## config.mk

```make
export PLATFORM = sky130hd
export DESIGN_NAME = bbpd_top
export DESIGN_NICKNAME = d
export VERILOG_FILES = /design/src/rtl/bbpd_pkg.sv /design/src/rtl/bbpd_sampler.sv /design/src/rtl/bbpd_drive.sv /design/src/rtl/bbpd_top.sv
export SDC_FILE = /design/constraint.sdc
export NUM_CORES = 1
export LEC_CHECK = 0
export CAP_MARGIN = 20
export CELL_PAD_IN_SITES_DETAIL_PLACEMENT = 0
export CELL_PAD_IN_SITES_GLOBAL_PLACEMENT = 1
export CORE_AREA = 2 2 39 41
export DETAILED_ROUTE_END_ITERATION = 10
export DIE_AREA = 0 0 41 43
export GPL_TIMING_DRIVEN = 0
export PLACE_DENSITY = 0.58
export SETUP_SLACK_MARGIN = 0.2
export SLEW_MARGIN = 20
export SYNTH_ARGS = -nofsm -noshare
export SYNTH_HDL_FRONTEND = slang
export SYNTH_HIERARCHICAL = 1
export SYNTH_SLANG_ARGS = --single-unit
```

## constraint.sdc

```tcl
create_clock -name clk -period 0.95 [get_ports clk]
set_input_delay 0.095 -clock clk [delete_from_list [all_inputs] [get_ports clk]]
set_output_delay 0.095 -clock clk [all_outputs]
set_load 0.02 [all_outputs]
```

## src/rtl/bbpd_pkg.sv

```systemverilog
package bbpd_pkg;

    // Charge pump command carried from the decision to the output stage
    typedef enum logic [1:0] {
        PD_HOLD  = 2'b00,
        PD_RAISE = 2'b01,
        PD_LOWER = 2'b10
    } pd_cmd_e;

    // Three samples that frame one possible data transition
    typedef struct packed {
        logic older;  // centre sample of the earlier bit
        logic bnd;    // boundary sample between the two bits
        logic newer;  // centre sample of the later bit
    } bit_window_t;

    localparam bit_window_t WINDOW_CLEAR = '{older: 1'b0, bnd: 1'b0, newer: 1'b0};

    function automatic logic has_transition(bit_window_t w);
        return w.older != w.newer;
    endfunction

    function automatic pd_cmd_e pd_decide(bit_window_t w);
        pd_cmd_e c;
        if (!has_transition(w))
            c = PD_HOLD;
        else if (w.bnd == w.older)
            c = PD_RAISE;
        else
            c = PD_LOWER;
        return c;
    endfunction

endpackage

```

## src/rtl/bbpd_sampler.sv

```systemverilog
module bbpd_sampler
    import bbpd_pkg::*;
(
    input  logic        clk,
    input  logic        rst,
    input  logic        sdata_i,
    output bit_window_t win_o,
    output logic        rdata_o
);

    logic bnd_fall;   // captured on the falling edge
    logic bnd_q;      // boundary sample moved into the rising-edge domain
    logic ctr_q;      // newest centre sample
    logic ctr_d1;     // previous centre sample

    always_ff @(negedge clk) begin
        if (rst) bnd_fall <= 1'b0;
        else     bnd_fall <= sdata_i;
    end

    always_ff @(posedge clk) begin
        if (rst) begin
            bnd_q  <= 1'b0;
            ctr_q  <= 1'b0;
            ctr_d1 <= 1'b0;
        end else begin
            bnd_q  <= bnd_fall;
            ctr_q  <= sdata_i;
            ctr_d1 <= ctr_q;
        end
    end

    always_comb begin
        win_o.older = ctr_d1;
        win_o.bnd   = bnd_q;
        win_o.newer = ctr_q;
    end

    assign rdata_o = ctr_d1;

    // reset clears the centre pipeline
    a_r8_samples_clear: assert property (@(posedge clk)
        rst |=> (ctr_q == 1'b0) && (bnd_q == 1'b0));

endmodule

```

## src/rtl/bbpd_drive.sv

```systemverilog
module bbpd_drive
    import bbpd_pkg::*;
(
    input  logic        clk,
    input  logic        rst,
    input  logic        cdr_mode_i,
    input  bit_window_t win_i,
    output logic        up_o,
    output logic        dn_o
);

    pd_cmd_e cmd_d;
    pd_cmd_e cmd_q;

    always_comb begin
        cmd_d = cdr_mode_i ? pd_decide(win_i) : PD_HOLD;
    end

    always_ff @(posedge clk) begin
        if (rst) cmd_q <= PD_HOLD;
        else     cmd_q <= cmd_d;
    end

    assign up_o = (cmd_q == PD_RAISE);
    assign dn_o = (cmd_q == PD_LOWER);

    // no transition in the window gives an idle period
    a_r2_hold_flat: assert property (@(posedge clk) disable iff (rst)
        (win_i.older == win_i.newer) |=> (!up_o && !dn_o));

    // boundary matches the older bit -> raise
    a_r3_raise: assert property (@(posedge clk) disable iff (rst)
        (cdr_mode_i && (win_i.older != win_i.newer) && (win_i.bnd == win_i.older))
        |=> (up_o && !dn_o));

    // boundary matches the newer bit -> lower
    a_r4_lower: assert property (@(posedge clk) disable iff (rst)
        (cdr_mode_i && (win_i.older != win_i.newer) && (win_i.bnd == win_i.newer))
        |=> (dn_o && !up_o));

    // acquisition mode keeps the pump idle
    a_r7_gated: assert property (@(posedge clk) disable iff (rst)
        !cdr_mode_i |=> (!up_o && !dn_o));

    // the two requests never overlap
    a_r5_exclusive: assert property (@(posedge clk) disable iff (rst)
        $onehot0({up_o, dn_o}));

endmodule

```

## src/rtl/bbpd_top.sv

```systemverilog
module bbpd_top
    import bbpd_pkg::*;
(
    input  logic clk,
    input  logic rst,
    input  logic sdata_i,
    input  logic cdr_mode_i,
    output logic up_o,
    output logic dn_o,
    output logic rdata_o
);

    bit_window_t win;

    bbpd_sampler u_sampler (
        .clk     (clk),
        .rst     (rst),
        .sdata_i (sdata_i),
        .win_o   (win),
        .rdata_o (rdata_o)
    );

    bbpd_drive u_drive (
        .clk        (clk),
        .rst        (rst),
        .cdr_mode_i (cdr_mode_i),
        .win_i      (win),
        .up_o       (up_o),
        .dn_o       (dn_o)
    );

    // Cycles since reset, saturating, so that history checks stay inside them
    logic [1:0] since_rst;
    always_ff @(posedge clk) begin
        if (rst)                  since_rst <= 2'd0;
        else if (since_rst != 2'd3) since_rst <= since_rst + 2'd1;
    end

    // retimed data is the line value seen two rising edges earlier
    a_r1_retime: assert property (@(posedge clk) disable iff (rst)
        (since_rst == 2'd3) |-> (rdata_o == $past(sdata_i, 2)));

    // first period after reset is idle with cleared data
    a_r8_reset_idle: assert property (@(posedge clk) disable iff (rst)
        $past(rst) |-> (!up_o && !dn_o && !rdata_o));

endmodule

```

== Yosys cells after proc, flatten, opt, wreduce, memory -nomap -nowiden ==
Index checks and enable logic that the tools add are counted.

* Flip-flop bits (word level): 6
* Bits of input ports: 4
* Output and inout port bits: 3

* Eq/ne operators: 4
* Muxes and demuxes: 2
* Bitwise gates (word level): 2
* Reductions and logical operators: 1

{| class="wikitable"
|+ Operators by type and width
! kind !! count
|-
| OR reduction 3 bit || 1
|-
| equality test 2 x 1 -> 1 bit (second input constant) || 1
|-
| equality test 2 bit (second input constant) || 1
|-
| 2-to-1 mux 2 bit || 1
|-
| NOT 1 bit || 2
|-
| equality test 1 bit || 1
|-
| 2-to-1 mux 1 bit || 1
|-
| inequality test 1 bit || 1
|}

== Logic depth before layout (Yosys ltp) ==
* Depth after elaboration: 3
* Gate-level depth with buffers: 3
* Depth with buffers taken out: 2

== Hierarchy ==
Netlist, hierarchy kept.

{| class="wikitable"
|+ Modules (own cells, without submodules)
! module !! times used !! cells each !! area an instance (um^2)
|-
| bbpd_sampler || 1 || 11 || 125.1
|-
| bbpd_drive || 1 || 11 || 101.3
|}

==> flow_metrics.env <==
export IMPL_yosys_register_bits=6
export IMPL_yosysWarnings=6
export IMPL_drive_above_1_share_pct=59.4
export IMPL_p_leak_nw=0.153
export IMPL_grtUsageMet2_pct=8.13
export IMPL_io_pins=7
export IMPL_p_int_w=0.000465
export IMPL_fp_dieH_um=43
export IMPL_crit_fanout=4
export IMPL_netlist_instances=22
export IMPL_fin_area_um2=370
export IMPL_setup_violations=4
export IMPL_synth_most_common_cell="dfxtp_1"
export IMPL_stdcell_count=48
export IMPL_wl_per_cell_um=9.75
export IMPL_powerDensity_mw_per_mm2=1630
export IMPL_clkTransAtPathRegs_ps=50
export IMPL_die_area_mm2=0.00176
export IMPL_place_congestion=0.567
export IMPL_track_usage_pct=6.95
export IMPL_core_mm2=0.00138
export IMPL_area_growth_syn_to_layout_pct=63.5
export IMPL_antennaDiodeCount=0
export IMPL_synth_edf_count=0
export IMPL_hold_ws_ps=80.4
export IMPL_end_kind="register"
export IMPL_syn_area_um2=226
export IMPL_syn_avg_cell_area_um2=10.3
export IMPL_grt_max_degree=5
export IMPL_clock_sinks=6
export IMPL_p_sw_share_pct=23.0
export IMPL_route_final_wire_length_um=468
export IMPL_drt_iter0_drc=3
export IMPL_grt_pass1_vias=168
export IMPL_grt_first_pass_wirelength_um=717
export IMPL_violations="negative setup slack"
export IMPL_synth_area_leader_cell="dfxtp_1"
export IMPL_die_x_um=41
export IMPL_rows=14
export IMPL_vias_per_cell=3.69
export IMPL_power_frac_comb_pct=10.1
export IMPL_cts_tree="yes"
export IMPL_syn_num_nets=26
export IMPL_antenna_found_initial=0
export IMPL_grt_overflow=0
export IMPL_cts_max_level=1
export IMPL_initial_core_util_pct=16.4
export IMPL_synthTopCellsByArea="dfxtp_1 (53%), nor2b_1 (14%), buf_4 (9.9%)"
export IMPL_hold_viol=0
export IMPL_worst_pin_slew_ps=154
export IMPL_outcome="complete, but fails checks"
export IMPL_yosysSeqAreaShare_pct=53.0
export IMPL_post_cts_setup_buffer_count=0
export IMPL_drv_slew=0
export IMPL_async_flop_share_pct=0
export IMPL_clk_latency_ps=290
export IMPL_fin_crit_sh_pct=108
export IMPL_cts_root_buffer="clkbuf_4"
export IMPL_vias=177
export IMPL_final_net_count=37
export IMPL_cp_arrival_ps=1210
export IMPL_drc_errors=0
export IMPL_grt_setup_unrepaired="true"
export IMPL_holdCritPathClass="in -> reg"
export IMPL_cp_required_ps=1130
export IMPL_numCtsBuffers=3
export IMPL_drtAntennaViolNets=0
export IMPL_peakVddDrop_uv=557
export IMPL_grtUsageMet1_pct=7.14
export IMPL_cp_start_kind="register"
export IMPL_portBuffers=6
export IMPL_yosysTopAreaCellShare_pct=53.0
export IMPL_synth_commonest_cells="dfxtp_1 (6), nor2b_1 (5), buf_4 (3)"
export IMPL_clock_skew_ps=44.5
export IMPL_placed_area_um2=322
export IMPL_yosysUniqueCellTypes=8
export IMPL_setup_tns_ps=-220
export IMPL_top_usage_layer="met2"
export IMPL_layout_setup_ws_ps=-78.0
export IMPL_relSlewSlack_pct=89.7
export IMPL_ctsHoldBuffers=0
export IMPL_clkPwrFrac_pct=45.8
export IMPL_rrSetupSlack_ps=-80
export IMPL_synthFlopType="dfxtp_1"
export IMPL_path_class="reg -> reg"
export IMPL_period_needed_ps=1030
export IMPL_power_switching_w=0.000139
export IMPL_fmax_mhz=973
export IMPL_place_inst=44
export IMPL_p_seq_share_pct=44.2
export IMPL_clk_path_buf_depth=2
export IMPL_grt_use_met3_pct=7.85
export IMPL_drt_first_pass_iters=2
export IMPL_drv_cap=0
## worst max-delay path, stage by stage (launching register included)
cell and delay (ps):
dfxtp_2 310, buf_6 110, or3b_1 400, a21oi_2 150
## per-stage QoR
step           utilization, %  worst slack [ps]  total power [W]
2_1_floorplan               -             -18.7         0.000312
3_3_place_gp             23.2              -361         0.000336
3_5_place_dp             23.2              -379         0.000338
4_1_cts                  25.3             -89.2         0.000605
5_1_grt                  26.8              -110         0.000645
6_report                 26.8             -78.0         0.000604
## per-layer routing
metal / share of wire [%] / up-vias
li1: - / 87
met1: 36 / 81
met2: 54 / 9
met3: 10 / 0
met4: 0 / 0
met5: 0 / -
## cells in the final DEF, fill, tap and decap left out
cell / count
nor2b_4: 2
clkbuf_4: 3
or3b_1: 1
buf_4: 1
dfxtp_4: 1
buf_6: 5
dlygate4sd2_1: 1
dfxtp_1: 2
or3b_4: 1
inv_1: 1
clkdlybuf4s50_1: 1
clkbuf_2: 1
a21oi_2: 2
nand2b_1: 1
dfxtp_2: 3
nor2b_1: 3
nand3b_1: 2
clkbuf_1: 1
## area by class of cell
| class | count | area (um2) |
|---|---|---|
| buffer | 3 | 33.8 |
| clock buffer | 4 | 26.3 |
| clock inverter | 1 | 3.75 |
| fill | 151 | 1010 |
| multi-input combinational | 12 | 105 |
| sequential | 6 | 128 |
| tap | 16 | 20.0 |
| timing repair buffer | 6 | 53.8 |
## worst paths after layout
check	depth (start not counted)	end	start
max	3	u_drive/cmd_q[1]	u_sampler/ctr_q
min	2	u_sampler/ctr_q	rst
min reg2reg	1	u_sampler/rdata_o	u_sampler/ctr_q
max reg2reg	3	u_drive/cmd_q[1]	u_sampler/ctr_q
## sequential cells by signal, summed over array words and instances, names as in the netlist
signal	flops
u_drive/cmd_q	2
u_sampler/bnd_fall	1
u_sampler/bnd_q	1
u_sampler/ctr_q	1
u_sampler/rdata_o	1
## power by group through the flow
stage               registers [W]   logic, W  clock network [W]
floorplan                0.000271  0.0000281          0.0000132
global placement         0.000269  0.0000536          0.0000132
detailed placement       0.000270  0.0000550          0.0000132
CTS                      0.000266  0.0000535           0.000285
global route             0.000268  0.0000659           0.000311
finish                   0.000267  0.0000608           0.000277
## what timing repair did
| action | in CTS | in global routing |
|---|---|---|
| endpoints found under the setup margin | 7 | 7 |
| gates resized for setup | 23 | 7 |
| pin swaps | 2 | 0 |
## logic make-up after synthesis
group / after synthesis / share of synthesized area (%)
flip-flops: 6 / 53.0
AND/OR/NAND/NOR: 10 / 30.9
buffers and inverters: 4 / 11.6
AO/OA/AOI/OAI: 2 / 4.42
Power figures use the tool's default switching activity.
